[src/rtl/arp_pkg.sv]
package arp_pkg;
    localparam int FRAME_BYTES = 42;
    localparam int IDX_W       = 6;

    typedef enum logic [1:0] {RS_IDLE, RS_SEND, RS_WAIT} rs_state_t;
    typedef enum logic       {TX_IDLE, TX_SEND} tx_state_t;

    // Byte at position idx of an outgoing ARP frame (MSB first fields).
    function automatic logic [7:0] arp_frame_byte(
        input logic [IDX_W-1:0] idx,
        input logic             is_reply,
        input logic [47:0]      dst_mac,
        input logic [47:0]      src_mac,
        input logic [31:0]      src_ip,
        input logic [31:0]      tgt_ip
    );
        int          i;
        logic [47:0] tha;
        logic [7:0]  b;
        i   = int'(idx);
        tha = is_reply ? dst_mac : 48'h0;
        b   = 8'h00;
        if (i < 6)       b = dst_mac[8*(5-i) +: 8];
        else if (i < 12) b = src_mac[8*(11-i) +: 8];
        else if (i < 22) begin
            unique case (i)
                12: b = 8'h08;  13: b = 8'h06;
                14: b = 8'h00;  15: b = 8'h01;
                16: b = 8'h08;  17: b = 8'h00;
                18: b = 8'h06;  19: b = 8'h04;
                20: b = 8'h00;
                default: b = is_reply ? 8'h02 : 8'h01;
            endcase
        end
        else if (i < 28) b = src_mac[8*(27-i) +: 8];
        else if (i < 32) b = src_ip[8*(31-i) +: 8];
        else if (i < 38) b = tha[8*(37-i) +: 8];
        else if (i < 42) b = tgt_ip[8*(41-i) +: 8];
        return b;
    endfunction
endpackage

[src/rtl/arp_rx_parser.sv]
module arp_rx_parser
    import arp_pkg::*;
(
    input  logic        clk,
    input  logic        rst,
    input  logic [7:0]  rx_tdata,
    input  logic        rx_tvalid,
    input  logic        rx_tlast,
    output logic        pkt_stb,
    output logic        pkt_is_reply,
    output logic [47:0] pkt_sha,
    output logic [31:0] pkt_spa,
    output logic [31:0] pkt_tpa
);
    localparam logic [IDX_W-1:0] IDX_MAX  = '1;
    localparam logic [IDX_W-1:0] IDX_DONE = IDX_W'(FRAME_BYTES-1);

    logic [IDX_W-1:0] idx;
    logic             bad;
    logic [7:0]       op_q;

    assign pkt_is_reply = (op_q == 8'h02);

    always_ff @(posedge clk) begin
        if (rst) begin
            idx <= '0; bad <= 1'b0; op_q <= '0; pkt_stb <= 1'b0;
            pkt_sha <= '0; pkt_spa <= '0; pkt_tpa <= '0;
        end else begin
            pkt_stb <= 1'b0;
            if (rx_tvalid) begin
                if (idx >= 6'd12 && idx <= 6'd20 &&
                    rx_tdata != arp_frame_byte(idx, 1'b0, '0, '0, '0, '0))
                    bad <= 1'b1;
                if (idx == 6'd21) begin
                    op_q <= rx_tdata;
                    if (rx_tdata != 8'h01 && rx_tdata != 8'h02) bad <= 1'b1;
                end
                if (idx >= 6'd22 && idx <= 6'd27) pkt_sha <= {pkt_sha[39:0], rx_tdata};
                if (idx >= 6'd28 && idx <= 6'd31) pkt_spa <= {pkt_spa[23:0], rx_tdata};
                if (idx >= 6'd38 && idx <= 6'd41) pkt_tpa <= {pkt_tpa[23:0], rx_tdata};
                if (idx == IDX_DONE && !bad) pkt_stb <= 1'b1;
                if (rx_tlast) begin
                    idx <= '0;
                    bad <= 1'b0;
                end else if (idx != IDX_MAX) begin
                    idx <= idx + 1'b1;
                end
            end
        end
    end
endmodule

[src/rtl/arp_tx_framer.sv]
module arp_tx_framer
    import arp_pkg::*;
(
    input  logic        clk,
    input  logic        rst,
    input  logic        start,
    input  logic        start_reply,
    input  logic [47:0] start_mac,
    input  logic [31:0] start_ip,
    input  logic [47:0] our_mac,
    input  logic [31:0] our_ip,
    output logic        busy,
    output logic [7:0]  tx_tdata,
    output logic        tx_tvalid,
    input  logic        tx_tready,
    output logic        tx_tlast
);
    localparam logic [IDX_W-1:0] LAST_IDX = IDX_W'(FRAME_BYTES-1);

    tx_state_t        state, nxt;
    logic [IDX_W-1:0] idx;
    logic             f_reply;
    logic [47:0]      f_mac;
    logic [31:0]      f_ip;

    always_ff @(posedge clk) begin
        if (rst) begin
            state <= TX_IDLE; idx <= '0; f_reply <= 1'b0; f_mac <= '0; f_ip <= '0;
        end else begin
            state <= nxt;
            if (state == TX_IDLE && start) begin
                idx     <= '0;
                f_reply <= start_reply;
                f_mac   <= start_reply ? start_mac : 48'hFFFF_FFFF_FFFF;
                f_ip    <= start_ip;
            end else if (state == TX_SEND && tx_tready) begin
                idx <= idx + 1'b1;
            end
        end
    end

    always_comb begin
        nxt       = state;
        tx_tvalid = 1'b0;
        tx_tlast  = 1'b0;
        tx_tdata  = arp_frame_byte(idx, f_reply, f_mac, our_mac, our_ip, f_ip);
        unique case (state)
            TX_IDLE: if (start) nxt = TX_SEND;
            TX_SEND: begin
                tx_tvalid = 1'b1;
                tx_tlast  = (idx == LAST_IDX);
                if (tx_tlast && tx_tready) nxt = TX_IDLE;
            end
            default: nxt = TX_IDLE;
        endcase
    end

    assign busy = (state != TX_IDLE);
endmodule

[src/rtl/arp_resolve_fsm.sv]
module arp_resolve_fsm
    import arp_pkg::*;
#(
    parameter int TIMEOUT_CYCLES = 2000
) (
    input  logic        clk,
    input  logic        rst,
    input  logic        req,
    input  logic [31:0] req_ip,
    input  logic        rx_stb,
    input  logic        rx_is_reply,
    input  logic [47:0] rx_sha,
    input  logic [31:0] rx_spa,
    input  logic        tx_grant,
    output logic        tx_want,
    output logic [31:0] want_ip,
    output logic        done,
    output logic        ok,
    output logic [47:0] mac
);
    localparam int TW = $clog2(TIMEOUT_CYCLES + 1);

    rs_state_t   state, nxt;
    logic        cache_vld;
    logic [31:0] cache_ip;
    logic [47:0] cache_mac;
    logic [TW-1:0] timer;
    logic        hit, match, expire;

    assign hit     = cache_vld && (cache_ip == req_ip);
    assign match   = rx_stb && rx_is_reply && (rx_spa == want_ip);
    assign expire  = (timer == TW'(TIMEOUT_CYCLES - 1));

    always_comb begin
        nxt     = state;
        tx_want = 1'b0;
        unique case (state)
            RS_IDLE: if (req && !hit) nxt = RS_SEND;
            RS_SEND: begin
                tx_want = 1'b1;
                if (tx_grant) nxt = RS_WAIT;
            end
            RS_WAIT: if (match || expire) nxt = RS_IDLE;
            default: nxt = RS_IDLE;
        endcase
    end

    always_ff @(posedge clk) begin
        if (rst) begin
            state <= RS_IDLE; cache_vld <= 1'b0; cache_ip <= '0; cache_mac <= '0;
            want_ip <= '0; timer <= '0; done <= 1'b0; ok <= 1'b0; mac <= '0;
        end else begin
            state <= nxt;
            done  <= 1'b0;
            if (state == RS_IDLE && req) begin
                if (hit) begin
                    done <= 1'b1; ok <= 1'b1; mac <= cache_mac;
                end else begin
                    want_ip <= req_ip;
                end
            end
            if (state == RS_SEND) timer <= '0;
            if (state == RS_WAIT) begin
                timer <= timer + 1'b1;
                if (match) begin
                    cache_vld <= 1'b1; cache_ip <= want_ip; cache_mac <= rx_sha;
                    done <= 1'b1; ok <= 1'b1; mac <= rx_sha;
                end else if (expire) begin
                    done <= 1'b1; ok <= 1'b0; mac <= '0;
                end
            end
        end
    end
endmodule

[src/rtl/arp_resolver_top.sv]
module arp_resolver_top
    import arp_pkg::*;
#(
    parameter int TIMEOUT_CYCLES = 2000
) (
    input  logic        clk,
    input  logic        rst,
    input  logic [47:0] our_mac,
    input  logic [31:0] our_ip,
    input  logic [7:0]  rx_tdata,
    input  logic        rx_tvalid,
    input  logic        rx_tlast,
    output logic [7:0]  tx_tdata,
    output logic        tx_tvalid,
    input  logic        tx_tready,
    output logic        tx_tlast,
    input  logic        rsv_req,
    input  logic [31:0] rsv_ip,
    output logic        rsv_done,
    output logic        rsv_ok,
    output logic [47:0] rsv_mac,
    output logic [7:0]  rx_arp_count
);
    logic        pkt_stb, pkt_is_reply;
    logic [47:0] pkt_sha;
    logic [31:0] pkt_spa, pkt_tpa;
    logic        tx_busy, tx_start, tx_grant, res_want;
    logic [31:0] res_ip;
    logic        rp_pend;
    logic [47:0] rp_mac;
    logic [31:0] rp_ip;

    arp_rx_parser u_rx (
        .clk, .rst, .rx_tdata, .rx_tvalid, .rx_tlast,
        .pkt_stb, .pkt_is_reply, .pkt_sha, .pkt_spa, .pkt_tpa
    );

    arp_resolve_fsm #(.TIMEOUT_CYCLES(TIMEOUT_CYCLES)) u_res (
        .clk, .rst, .req(rsv_req), .req_ip(rsv_ip),
        .rx_stb(pkt_stb), .rx_is_reply(pkt_is_reply), .rx_sha(pkt_sha), .rx_spa(pkt_spa),
        .tx_grant, .tx_want(res_want), .want_ip(res_ip),
        .done(rsv_done), .ok(rsv_ok), .mac(rsv_mac)
    );

    // Replies to incoming requests win the sender over our own requests.
    assign tx_start = !tx_busy && (rp_pend || res_want);
    assign tx_grant = tx_start && !rp_pend;

    arp_tx_framer u_tx (
        .clk, .rst, .start(tx_start), .start_reply(rp_pend),
        .start_mac(rp_mac), .start_ip(rp_pend ? rp_ip : res_ip),
        .our_mac, .our_ip, .busy(tx_busy),
        .tx_tdata, .tx_tvalid, .tx_tready, .tx_tlast
    );

    always_ff @(posedge clk) begin
        if (rst) begin
            rp_pend <= 1'b0; rp_mac <= '0; rp_ip <= '0; rx_arp_count <= '0;
        end else begin
            if (tx_start && rp_pend) rp_pend <= 1'b0;
            if (pkt_stb) begin
                rx_arp_count <= rx_arp_count + 8'd1;
                if (!pkt_is_reply && pkt_tpa == our_ip) begin
                    rp_pend <= 1'b1; rp_mac <= pkt_sha; rp_ip <= pkt_spa;
                end
            end
        end
    end
endmodule

[config.mk]
export PLATFORM = sky130hd
export DESIGN_NAME = arp_resolver_top
export DESIGN_NICKNAME = d
export VERILOG_FILES = /design/src/rtl/arp_pkg.sv /design/src/rtl/arp_rx_parser.sv /design/src/rtl/arp_tx_framer.sv /design/src/rtl/arp_resolve_fsm.sv /design/src/rtl/arp_resolver_top.sv
export SDC_FILE = /design/constraint.sdc
export NUM_CORES = 1
export LEC_CHECK = 0
export CAP_MARGIN = 20
export CORE_ASPECT_RATIO = 1.2
export CORE_MARGIN = 8
export CORE_UTILIZATION = 50
export CTS_CLUSTER_DIAMETER = 150
export DETAILED_ROUTE_END_ITERATION = 8
export DONT_BUFFER_PORTS = 1
export SLEW_MARGIN = 20
export SYNTH_ARGS = -nofsm -noshare
export SYNTH_HDL_FRONTEND = slang
export SYNTH_SLANG_ARGS = --single-unit
[constraint.sdc]
create_clock -name clk -period 2.9 [get_ports clk]
set_input_delay 0.145 -clock clk [delete_from_list [all_inputs] [get_ports clk]]
set_output_delay 0.145 -clock clk [all_outputs]
set_load 0.01 [all_outputs]
# --- Yosys cells after proc, flatten, opt, wreduce, memory -nomap -nowiden ---
# Memory sizes are Yosys's and may differ from the RTL's. A register that Yosys moved wholly into a read port is not among the register bits.
# Index checks and enable logic that the tools add are counted.
op_classes:
  eq_ne: 26
  mux: 61
  order_cmp: 22
  n_addsub: 16
  bitwise_logic: 3
  reduce_logical: 43
  shifts: 12
op_table:
  columns: ["cell", "n"]
  rows:
  - ["$mux 48", 7]
  - ["$shiftx 48x32->8", 4]
  - ["$shiftx 48x32->8 const A", 4]
  - ["$mux 8", 17]
  - ["$eq 32x32->1", 3]
  - ["$shiftx 32x32->8", 2]
  - ["$shiftx 32x32->8 const A", 2]
  - ["$pmux 8 s5", 1]
  - ["$eq 6x5->1 const B", 6]
  - ["$lt 6x6->1 const B", 6]
  - ["$mux 32", 1]
  - ["$sub 5x6->7 const A", 4]
  - ["$sub 6x6->7 const A", 4]
  - ["$eq 6x4->1 const B", 4]
  - ["$lt 6x5->1 const B", 4]
  - ["$mux 1", 23]
  - ["$mux 11", 2]
  - ["$logic_and 1x1->1", 19]
  - ["$le 6x5->1 const B", 3]
  - ["$reduce_and 2->1", 8]
  - ["$sub 3x6->7 const A", 2]
  - ["$sub 4x6->7 const A", 2]
  - ["$add 6x1->6 const B", 2]
  - ["$eq 6x6->1 const B", 2]
  - ["31 further kinds", 51]
totals:
  word_cells: 209
  mem_bits_ro: 128
  reg_bits: 481
  n_memories: 1
  output_inout_bits: 68
  inputBits: 126
memory_table:
  columns: ["name", "depth", "word_bits", "read_ports", "rd_clocked_by_memory_dff", "write_ports", "line_no", "source"]
  rows:
  - ["(no name shown)", 32, 4, 1, 1, 0, "arp_pkg.sv:26", "unique case (i)"]

# --- Depth between registers and ports, before layout ---
# Gate-level depths: netlist of the first run.
depth:
  depth_word: 17
  ltp_mapped: 11
  mapped_depth_nobuf: 8

# --- Modules after synthesis ---
# Synthesis of the first run repeated with hierarchy kept, for this count alone.
hier_totals:
  hier_cells: 2486
  hier_area_um2: 22932.0
by_module_without_submodules:
  columns: ["mod", "instances", "seq_area_each_um2", "cells_per_inst", "area_each_um2"]
  rows:
  - ["arp_resolve_fsm", 1, 3523.4, 758, 7480.9]
  - ["arp_tx_framer", 1, 1761.7, 630, 5315.1]
  - ["arp_resolver_top", 1, 1781.7, 472, 5094.9]
  - ["arp_rx_parser", 1, 2642.5, 626, 5041.1]

# --- Least setup slack after synthesis of the first run ---
# No wires, ideal clock.
synth_path:
  kind: "reg2out"
  start: "register u_tx.idx[1]"
  end: "output port tx_tdata[6]"
  t_arrival_ns: 2.627
  path_stages_with_launch: 12
  t_required_ns: 2.755
  n_path_buf: 3
  setup_slack_ns: 0.128
  cell_sequence: "dfxtp_1 > buf_2 > buf_2 > inv_1 > ha_1 > clkbuf_1 > mux4_2 > nand2_1 > o21ai_0 > nand4_1 > o22ai_1 > a221o_1"
synth_between:
  elab_chain_cells: 9
  word_cells_on_any_way: 26
  cone_classes: "6 x add/sub; 7 x order compare; 6 x shift; 7 x mux"
synth_lines:
  columns: ["item", "line_no", "source"]
  rows:
  - ["start, declared", "arp_tx_framer.sv:21", "logic [IDX_W-1:0] idx;"]
  - ["start signal, assigned", "arp_tx_framer.sv:37", "idx <= idx + 1'b1;"]
  - ["$sub 6x6->7", "arp_pkg.sv:38", "else if (i < 42) b = tgt_ip[8*(41-i) +: 8];"]
  - ["$shiftx 32x32->8", "arp_pkg.sv:38", null]
  - ["$mux 8", "arp_pkg.sv:38", null]
  - ["$mux 8", "arp_pkg.sv:37", "else if (i < 38) b = tha[8*(37-i) +: 8];"]
  - ["$mux 8", "arp_pkg.sv:36", "else if (i < 32) b = src_ip[8*(31-i) +: 8];"]
  - ["$mux 8", "arp_pkg.sv:35", "else if (i < 28) b = src_mac[8*(27-i) +: 8];"]
  - ["$mux 8", "arp_pkg.sv:25", "else if (i < 22) begin"]
  - ["$mux 8", "arp_pkg.sv:24", "else if (i < 12) b = src_mac[8*(11-i) +: 8];"]
  - ["$mux 8 *", "arp_pkg.sv:23", "if (i < 6) b = dst_mac[8*(5-i) +: 8];"]
  - ["end, declared", "arp_resolver_top.sv:13", "output logic [7:0] tx_tdata,"]
# Mark *: on every way between the ends. The rest lies on a longest branch, timed or not.

# --- Worst setup path after layout of the first run ---
layout_path:
  start: "register u_tx.idx[2]"
  end: "output port tx_tdata[7]"
# Same word-level chain as after synthesis.

==> summary.md, run 1 <==
| Metric | Value |
|---|---|
| Ys async rst share | 0% |
| CTS tree | done |
| Rows | 83 |
| Horiz. Die Dim | roughly 200 microns |
| Final Slew Violations | 0 |
| Worst-skew pair later-pin latency | 0.60 ns |
| PwrDens | between 600 and 700 nW/um^2 |
| Synth warn | 0 |
| # DRC | 0 |
| Layout cell share with drive strength beyond 1 | 8.59% |
| Core ar. | 42,400 sq um |
| GRT Residual Overflow | 0 |
| Wire per inst | ~21 microns |
| Clock Pin Slew Worst Setup and Hold Paths | about 0.060 ns |
| Port Buffers | 0 |
| Critical path class | reg -> out |
| Max VDD drop | roughly 0.56 mV |
| Fmax | ~340 MHz |
| Rel. slew slack | around 46% |
| I/O pin count | a little under 200 |
| Final RePlAce weighted congestion | 0.915 |
| Post-synthesis xor/xnor area fraction | between 4 and 5% |
| Post-Synth Simple-Gate Area | about a fifth |
| Synth Flop Type | dfxtp_1 |
| Final setup vio count | 1 |
| Initial antenna violation count | 3 |
| CTS Buf Count | 49 |
| Worst-Margin Slew | roughly 0.8 ns |
| Multi-input gate area | about 11,000 sq um |
| Placed Cells | about 2,800 |
| Top-area cell type share of the netlist area | a little under half |
| HPWL Detailed | 42,500 microns |
| Synth Area in Adders | 1.24% |
| Worst hold path stage count | 3 |
| Area growth, synth to finish | 24.3% |
| Crit share post-route | 100% |
| FF+latch count, synth | ~490 |
| Post-synth cell types | 61 |
| Mapped Nets | roughly 2,500 |
| Clock Root Buffer | clkbuf_16 |
| EDFF count, synth | 0 |
| Clk buf depth | 3 |
| Hold Startpoint | rx_tvalid |
| CP startpoint | u_tx.idx[2] |
| All-Layer GR Usage | roughly 26% |
| Vias/cell | approximately 5.6 |
| Max-cap viol count | 0 |
| WHS | -0.0128 ns |
| Hold WC Path Type | in -> reg |
| First-pass GRT wire length | about 100,000 microns |
| Syn avg cell area | 8.94 sq um |
| Mux cell area share after synthesis | about 14% |
| Cells after Synth | 2,380 |
| Routed vias | ~18,000 |
| Die Area | approximately 50,000 sq um |
| Post-Syn Area | ~21,000 sq um |
| Critical R2R Launch | u_rx.pkt_tpa[6] |
| Maximum number of pins on one net before global-route repair | 266 |
| Register area share after synthesis | approximately 46% |
| R2R depth | 8 |
| Drt pass-1 iters | 5 |
| Tmin final | just under 3 ns |
| Iter 0 DRT Violations | 1,204 |
| Leakage power | about 11 nW |
| Startpoint types | register |
| R2r endpoint | rp_ip[21] |
| Area fraction in compound gates after synthesis | between 10 and 15% |
| Largest family of logic cells by synthesized area | simple AND/OR/NAND/NOR gates |
| Cell type with the largest total area after synthesis | dfxtp_1 |
| WL final | approximately 66,000 microns |
| Outcome | complete, but fails checks |
| Fin nets | between 2,000 and 3,000 |
| CTS Sinks | between 400 and 500 |
| Arrival time at the worst endpoint | about 2.8 ns |
| Initial core utilization | about half |
| CP Max Fanout | 8 |
| Vias in the first global route | approximately 18,000 |
| Fin. Hold Viols | 1 |
| Htree depth | 2 |
| Worst path max stage delay | between 0.4 and 0.5 ns |
| Crit-path slowest cell | a221o_2 |
| R2R Setup Slk | approximately 0.070 ns |
| Seq. cell area | around 9700 sq um |
| Fin area | roughly 26,000 sq um |
| CP endpoint kind | primary output |
| Largest cells by area after synthesis | dfxtp_1 46%, mux2i_1 10%, nand2_1 7.6% |
| Dpl cell area | about 22,000 sq um |
| WP data required | around 2.8 ns |
| Die height | between 200 and 250 microns |
| Fill count | ~3,600 |
| Final worst clock skew | approximately 0.024 ns |
| Failing checks | negative hold slack, negative setup slack |
| RSZ-0062 raised after global routing | true |
| Critical path, cell by cell | buf_6 -> ha_4 -> a21oi_2 -> or3_1 -> a221o_2 -> o22ai_2 -> nand2_1 -> a31oi_2 -> buf_4 |
| Final antenna-violating net count | 0 |
| Finished Layout Cells | around 3,200 |
| Diodes inserted | 0 |
| Setup WS post-layout | -0.00695 ns |
## where the power goes
group / total, mW / switching [mW] / internal (mW)
clock network: 6.36 / 2.71 / 3.65
registers: 7.63 / 0.416 / 7.22
logic: 3.07 / 1.65 / 1.42
## per-stage QoR
| stage | util [%] | total power, mW | setup WS [ns] | hold slack [ns] | setup TNS (ns) |
|---|---|---|---|---|---|
| 6_report | 62.4 | 17.1 | -0.00695 | -0.0128 | -0.00695 |
| 5_1_grt | 62.4 | 17.8 | -0.105 | 0.0182 | -0.249 |
| 4_1_cts | 61.7 | 17.1 | -0.0491 | 0.00338 | -0.125 |
| 3_5_place_dp | 51.2 | 10.4 | 0.279 | 0.273 | 0 |
| 3_3_place_gp | 51.2 | 10.3 | 0.278 | 0.276 | 0 |
| 2_1_floorplan | - | 9.55 | 0.128 | 0.281 | 0 |
## layout make-up
type | instances | share of cell area, %
Clock buffer | 72 | 5.50
Timing Repair Buffer | 343 | 13.0
Multi-Input combinational cell | 1698 | 41.0
Sequential cell | 485 | 36.8
Tap cell | 552 | 2.61
Inverter | 34 | 0.492
Clock inverter | 12 | 0.563
## state kept, by name, indices dropped and copies added (netlist names), 11 cells and up, named ones only
| name | count |
|---|---|
| rp_mac | 48 |
| u_res.cache_mac | 48 |
| u_res.mac | 48 |
| u_rx.pkt_sha | 48 |
| u_tx.f_mac | 48 |
| rp_ip | 32 |
| u_res.cache_ip | 32 |
| u_res.want_ip | 32 |
| u_rx.pkt_spa | 32 |
| u_rx.pkt_tpa | 32 |
| u_tx.f_ip | 32 |
| u_res.timer | 11 |
## Yosys cell counts (4+ instances only)
master     count
a22oi_1        5
buf_4          5
nor3b_1       48
o21ai_0       29
or3_1         13
o2bb2ai_1     52
ha_1          21
a21oi_1      228
nor3_1        59
nor2b_1        5
a22o_1         4
xnor2_1       67
o22ai_1        8
inv_1         32
xor2_1        50
mux2i_1      220
dfxtp_1      485
nand2b_1      11
a221o_1        4
nand2_1      433
mux2_2         4
mux4_2        32
a31oi_1        5
nand4_1       32
and3_1         4
clkbuf_1     109
a21o_1         8
nor2_1       256
buf_1         10
buf_12         9
nand3_1       19
a211oi_1      34
buf_2         29
nor4_1        11
## cell usage in the layout (no fill, tap or decap), drive strengths merged, types with 8 or more instances in the layout
cell type      n
a211oi        34
a21o           8
a21oi        228
buf           64
clkbuf        74
dfxtp        485
dlygate4sd3  277
ha            21
inv           37
mux2i        220
mux4          32
nand2        433
nand2b        11
nand3         19
nand4         32
nor2         257
nor3          59
nor3b         48
nor4          14
o21ai         32
o22ai          8
o2bb2ai       52
or3           13
xnor2         67
xor2          50
## metal layers
layer	vias to the layer above	wire, microns	GRT usage, %
met1	8707	25700	29.0
met5	-	27	0
met3	147	2670	3.92
met4	4	3480	13.1
met2	394	34300	46.3
li1	8647	-	-
## worst max-delay path, delay by kind of cell (launching register included)
family / cells / cell delay (ns)
AOI/OAI and AO/OA: 4 / 0.95
DFF: 1 / 0.39
and+or+nand+nor: 2 / 0.40
adders and majority gates: 1 / 0.16
buffers and inverters: 2 / 0.28
## how the worst max path moves through the flow
stage / to / slack, ns / cells after the start
2_1_floorplan: tx_tdata[6] / 0.13 / 11
3_5_place_dp: tx_tdata[7] / 0.28 / 9
6_report: tx_tdata[7] / -0.007 / 9
5_1_grt: tx_tdata[0] / -0.11 / 8
3_3_place_gp: tx_tdata[7] / 0.28 / 9
4_1_cts: tx_tdata[4] / -0.05 / 7
## what timing repair did
action                                 in CTS  in global routing
pin swaps                                   2                 13
buffers inserted                            0                 11
resized for setup                          19                 33
cloned                                      0                  2
setup endpoints to repair                   8                 94
hold buffers                              278                  0
endpoints found under the hold margin     431                  0
## kinds of logic (layout without fill, tap and decap cells)
logic type | count (synthesis) | count (layout)
xor+xnor | 117 | 117
compound gates | 396 | 396
mux | 256 | 256
simple gates | 908 | 908
flops | 485 | 485
buf+inv | 197 | 461
fa+ha+maj | 21 | 21
Power figures use the tool's default switching activity.
==> inputs of run 2 (changes only) <==
Settings changed: CORE_ASPECT_RATIO 1.2 to default, SYNTH_HIERARCHICAL from default to 1.
==> summary.md, run 2 <==
| Metric | Value |
|---|---|
| R2R depth | 8 |
| Worst hold path stage count | 4 |
| Die Area | around 53,000 sq um |
| Wire per inst | approximately 20 microns |
| Fin nets | 2,937 |
| Routed vias | between 15,000 and 20,000 |
| Vias/cell | 5.63 |
| Most frequent cell after synthesis | dfxtp_1 |
| Core ar. | about 45,000 sq um |
| Worst-skew pair later-pin latency | ~0.6 ns |
| R2R Setup Slk | roughly 0.09 ns |
| Internal power | around 13 mW |
| Clock Root Buffer | clkbuf_16 |
| Maximum number of pins on one net before global-route repair | between 300 and 400 |
| Combinational power share | around 18% |
| Critical R2R Launch | u_res/want_ip[18] |
| PwrDens | between 600 and 700 nW/um^2 |
| All-Layer GR Usage | around a quarter |
| Mapped Nets | 2,632 |
| Multi-input gate area | 12,200 sq um |
| CP Max Fanout | 12 |
| Max VDD drop | between 0.4 and 0.5 mV |
| HPWL Detailed | about 43,000 microns |
| Post-synth cell types | 79 |
| WP data required | 2.76 ns |
| CP endpoint kind | primary output |
| Buf/Inv on CP | 2 |
| Register area share after synthesis | a little over two fifths |
| I/O pin count | 194 |
| Diodes inserted | 0 |
| Synth warn | 6 |
| Vias in the first global route | about 19,000 |
| Port Buffers | 0 |
| RSZ-0062 raised after global routing | true |
| Arrival time at the worst endpoint | 2.71 ns |
| Clock Pin Slew Worst Setup and Hold Paths | 0.06 ns |
| Final setup vio count | 0 |
| Top-area cell type share of the netlist area | between 40% and 50% |
| Critical Path Stages | 9 |
| FF+latch count, synth | ~490 |
| Initial antenna violation count | 2 |
| Worst-Margin Slew | ~0.76 ns |
| Die height | 230 microns |
| Setup WS post-layout | approximately 0.046 ns |
| Synth top cells by count | 485 x dfxtp_1, 333 x nand2_1, 242 x mux2i_1 |
| Synth Flop Type | dfxtp_1 |
| Hold Path Sink | u_rx/idx[0] |
| Hold Startpoint | rx_tvalid |
| GRT Residual Overflow | 0 |
| EDFF count, synth | 0 |
| CP top delay family | compound AO/OA/AOI/OAI gates |
| R2r endpoint | u_res/cache_ip[11] |
| Crit-path slowest cell | dfxtp_2 |
| Most common cell after layout, fill and taps aside | dfxtp_1 |
| First-pass GRT wire length | roughly 110,000 microns |
| Crit share post-route | a little over nine tenths |
| Final RePlAce weighted congestion | 0.922 |
| Fill count | roughly 3,700 |
| Iter 0 DRT Violations | 1,604 |
| Startpoint types | register |
| CTS Sinks | slightly below 500 |
| Psw | 4.79 mW |
| Most frequent cells in the layout | 479 x dfxtp_1, 351 x dlygate4sd3_1, 332 x nand2_1 |
| Drt pass-1 iters | 5 |
| Cell type with the largest total area after synthesis | dfxtp_1 |
| Tmin final | between 2 and 3 ns |
| Post-Syn Area | approximately 23,000 sq um |
| Seq. cell area | 9720 sq um |
| Fin. Hold Viols | 0 |
| Clk pwr share | between 40% and 50% |
| Fmax | 350 MHz |
| Critical path, cell by cell | inv_1 -> ha_4 -> nand2_1 -> o22ai_1 -> a31oi_2 -> o22ai_1 -> nand2_1 -> a31oi_1 -> buf_4 |
| Critical path class | reg -> out |
| WL final | roughly 70,000 microns |
| Final worst clock skew | 0.0161 ns |
| Clk buf depth | 3 |
| Area growth, synth to finish | 26.9% |
| Horiz. Die Dim | between 200 and 250 microns |
| Layout cell share with drive strength beyond 1 | between 10% and 20% |
| Rows | 78 |
| Outcome | finished, final reports clean |
| Switch share | approximately 27% |
| Max-cap viol count | 0 |
| Sequential Power Share | between 40% and 50% |
| Htree depth | 2 |
| CTS tree | done |
| Pre-CTS WS | approximately 0.28 ns |
| Ys async rst share | 0% |
| Cells after Synth | approximately 2,500 |
| Rel. slew slack | around half |
| Total chip power | between 15 and 20 mW |
| Initial core utilization | just over 50% |
| Setup TNS Final | 0 ns |
| Leakage power | approximately 11 nW |
| Largest cells by area after synthesis | dfxtp_1 42%, mux2i_1 11%, nand2_1 5.5% |
| CTS Buf Count | 53 |
| # DRC | 0 |
| Worst path max stage delay | about 0.39 ns |
| Hold WC Path Type | in -> reg |
| Final Slew Violations | 0 |
| Final antenna-violating net count | 0 |
| Syn avg cell area | around 9 sq um |
==> run 2: cell types whose count changed after synthesis, sizes merged, moves of 35 or more <==
| cell | previous run | this run |
|---|---|---|
| nand2b | 11 | 46 |
| nor2 | 257 | 189 |
| nand2 | 433 | 334 |
| nor3b | 48 | 1 |
| or2b | 0 | 129 |
| a311oi | 1 | 50 |
| inv | 34 | 76 |
| nor3 | 59 | 19 |
==> run 2: cells by family (layout without fill, tap and decap cells) <==
| family | Yosys count | in the layout | share of synthesized area [%] |
|---|---|---|---|
| AO/OA/AOI/OAI | 440 | 440 | 12.1 |
| AND/OR/NAND/NOR | 861 | 862 | 19.1 |
| adder cells (fa/ha/maj) | 20 | 20 | 1.09 |
| XOR/XNOR | 114 | 114 | 4.35 |
| multiplexers | 305 | 305 | 15.2 |
| flip-flops | 485 | 485 | 42.3 |
| buffers and inverters | 261 | 605 | 5.70 |
==> run 2: per-layer routing <==
| metal | GRT usage [%] | part of all wire, % |
|---|---|---|
| met1 | 31.4 | 42 |
| met2 | 43.8 | 49 |
| met3 | 4.42 | 5.6 |
| met4 | 8.41 | 3.6 |
| met5 | 0 | 0.031 |
==> run 2: stage by stage <==
stage	hold slack (ns)	cells	util [%]	instance area, sq um
after CTS	0.0164	3419	63.6	28800
final	0.0706	3431	64.3	29100
after global placement	0.276	2970	51.6	23400
after floorplan	0.281	2486	-	22900
after global routing	0.0258	3431	64.3	29100
after detailed placement	0.276	2970	51.6	23400
==> run 2: power groups by stage <==
stage	combinational (mW)	sequential [mW]	clock, mW
floorplan	1.85	7.37	0
global placement	2.35	7.49	0
detailed placement	2.38	7.50	0
CTS	2.97	7.34	7.19
global route	3.38	7.38	7.45
finish	3.11	7.35	7.09
==> run 2: worst max path at each step <==
stage	startpoint	endpoint	slack [ns]
3_5_place_dp	u_res/cache_ip[7]	u_res/mac[9]	0.28
6_report	u_tx/idx[1]	tx_tdata[4]	0.05
4_1_cts	u_tx/idx[2]	tx_tdata[7]	0.008
2_1_floorplan	u_tx/idx[1]	tx_tdata[4]	0.31
3_3_place_gp	u_res/cache_ip[19]	u_res/mac[16]	0.30
5_1_grt	u_tx/idx[2]	tx_tdata[4]	-0.02
==> run 2: worst reg2reg max path, stage by stage, from the launching register on <==
cell and delay, ns:
dfxtp_2 0.37, xor2_1 0.22, or4_1 0.56, nor3_1 0.16, and4_4 0.35, buf_12 0.21, mux2i_1 0.21, nor2_1 0.05
dlygate4sd3_1 0.56
==> run 2: timing repair <==
action                     4_1_cts  5_1_grt
setup endpoints to repair        8       77
resized for setup               12       36
setup buffers                    2       10
hold endpoints to repair       426        0
pin swaps                        1       14
hold buffers                   352        0
gates cloned                     0        2
==> run 2: area by class of cell <==
| cell class | count | area share, % |
|---|---|---|
| clock buffers | 76 | 5.37 |
| multi-input cells | 1741 | 41.9 |
| flip-flops and latches | 485 | 33.4 |
| repair buffers | 433 | 14.9 |
| inverters | 77 | 0.993 |
| clock inverters | 19 | 0.916 |
| well taps | 600 | 2.58 |
==> inputs of run 3 (changes only) <==
Settings changed: CORE_UTILIZATION 50 to 27, CTS_CLUSTER_DIAMETER 150 to 40.
==> summary.md, run 3 (same netlist as run 2, synthesis figures left out) <==
| Metric | Value |
|---|---|
| Leakage power | between 10 and 15 nW |
| Final antenna-violating net count | 0 |
| Arrival time at the worst endpoint | about 3.3 ns |
| Rel. slew slack | roughly 43% |
| Outcome | finished, final reports clean |
| Rows | approximately 110 |
| Final setup vio count | 0 |
| Most common cell after layout, fill and taps aside | dfxtp_1 |
| Fin. Hold Viols | 0 |
| Worst-Margin Slew | 0.852 ns |
| PwrDens | around 640 nW/um^2 |
| Setup TNS Final | 0 ns |
| CTS Buf Count | 70 |
| Clock Root Buffer | clkbuf_16 |
| Final Slew Violations | 0 |
| HPWL Detailed | 46,200 microns |
| Clk buf depth | 3 |
| Final RePlAce weighted congestion | between 0.8 and 0.9 |
| First-pass GRT wire length | roughly 110,000 microns |
| Crit share post-route | between 90% and 100% |
| Drt pass-1 iters | 6 |
| Horiz. Die Dim | about 310 microns |
| Core ar. | 84,600 sq um |
| Hold WC Path Type | in -> reg |
| CP endpoint kind | register |
| Routed vias | a little under 20,000 |
| Fmax | ~350 MHz |
| Iter 0 DRT Violations | 1,440 |
| Final worst clock skew | a little under 0.05 ns |
| Layout cell share with drive strength beyond 1 | 16.3% |
| Worst-skew pair later-pin latency | 0.62 ns |
| I/O pin count | between 150 and 200 |
| WHS | between 0.07 and 0.08 ns |
| CTS tree | done |
| RSZ-0062 raised after global routing | true |
| Maximum number of pins on one net before global-route repair | 307 |
| Max-cap viol count | 0 |
| Vias/cell | roughly 4.8 |
| Die height | ~310 microns |
| Initial core utilization | a little over a quarter |
| Startpoint types | register |
| Critical path class | reg -> reg |
| All-Layer GR Usage | between 10 and 15% |
| WL final | ~75,000 microns |
| Initial antenna violation count | 1 |
| CP Max Fanout | 15 |
| Max VDD drop | 0.408 mV |
| Vias in the first global route | ~19,000 |
| Most frequent cells in the layout | 478 x dfxtp_1, 348 x dlygate4sd3_1, 332 x nand2_1 |
| Clock Pin Slew Worst Setup and Hold Paths | roughly 0.06 ns |
| Port Buffers | 0 |
| Area growth, synth to finish | 33.6% |
| Wire per inst | around 19 microns |
| Total chip power | 19.7 mW |
| WP data required | 3.40 ns |
| Tmin final | 2.84 ns |
| Die Area | ~95,000 sq um |
| Htree depth | 3 |
| # DRC | 0 |
| CTS Sinks | 485 |
| Fin nets | 2,977 |
| GRT Residual Overflow | 0 |
[run 3: changes by cell type in the layout (fill, tap and decap cells not counted), moves of 4 or more]
cell and delta:
clkinv_4 +6, clkbuf_8 -7, a21oi_1 -4, clkbuf_16 +19
clkinvlp_4 +9, buf_4 +18
[run 3: routing by layer]
metal / track usage, % / vias to the layer above / part of all wire [%]
met5: 0 / - / 0
met4: 7.25 / 0 / 4.6
met2: 26.5 / 477 / 51
li1: - / 9299 / -
met3: 2.80 / 173 / 5.1
met1: 17.0 / 9270 / 40
[run 3: per-stage QoR]
| stage | utilization (%) | cells | setup WS (ns) | instance area, sq um |
|---|---|---|---|---|
| floorplan | - | 2486 | 0.308 | 22900 |
| finish | 36.2 | 4033 | 0.0559 | 30600 |
| CTS | 35.7 | 4010 | -0.00467 | 30200 |
| detailed placement | 28.6 | 3528 | 0.265 | 24200 |
| global route | 36.2 | 4031 | -0.0357 | 30600 |
| global placement | 28.6 | 3528 | 0.276 | 24200 |
[run 3: worst paths after layout]
| path | from | endpoint | slack (ns) | depth (start not counted) |
|---|---|---|---|---|
| worst max-delay path | u_res/cache_ip[30] | u_res/want_ip[26] | 0.06 | 8 |
| worst min-delay path | rx_tvalid | u_rx/idx[0] | 0.07 | 4 |
| worst max register to register | u_res/cache_ip[30] | u_res/want_ip[26] | 0.06 | 8 |
| worst min register to register | rp_mac[10] | rp_mac[10] | 0.47 | 2 |
[run 3: where the power goes]
part / switching, mW / internal (mW)
combinational: 1.83 / 1.76
clock: 3.48 / 5.31
sequential: 0.287 / 7.05
[run 3: area by class of cell]
| class | instances | area [sq um] |
|---|---|---|
| fillers | 8496 | 54000 |
| multi-input cells | 1741 | 12200 |
| flip-flops and latches | 485 | 9720 |
| repair buffers | 456 | 4580 |
| clock buffers | 84 | 1890 |
| well taps | 1144 | 1430 |
| clock inverters | 44 | 566 |
| inverters | 77 | 293 |
| diodes | 2 | 5.00 |
[run 3: critical path: stages (launching register included)]
cell and delay (ns):
dfxtp_1 0.37, xnor2_2 0.13, nand4_1 0.11, or4_4 0.59, or4_4 0.56, buf_6 0.18, nand3_1 0.11, a21oi_1 0.08
dlygate4sd3_1 0.60
[run 3: what timing repair did]
action	CTS	global route
pin swaps	1	9
resized for setup	14	45
endpoints found under the setup margin	8	102
hold buffers	349	0
gates cloned	0	4
hold endpoints to repair	426	0
setup buffers	5	17
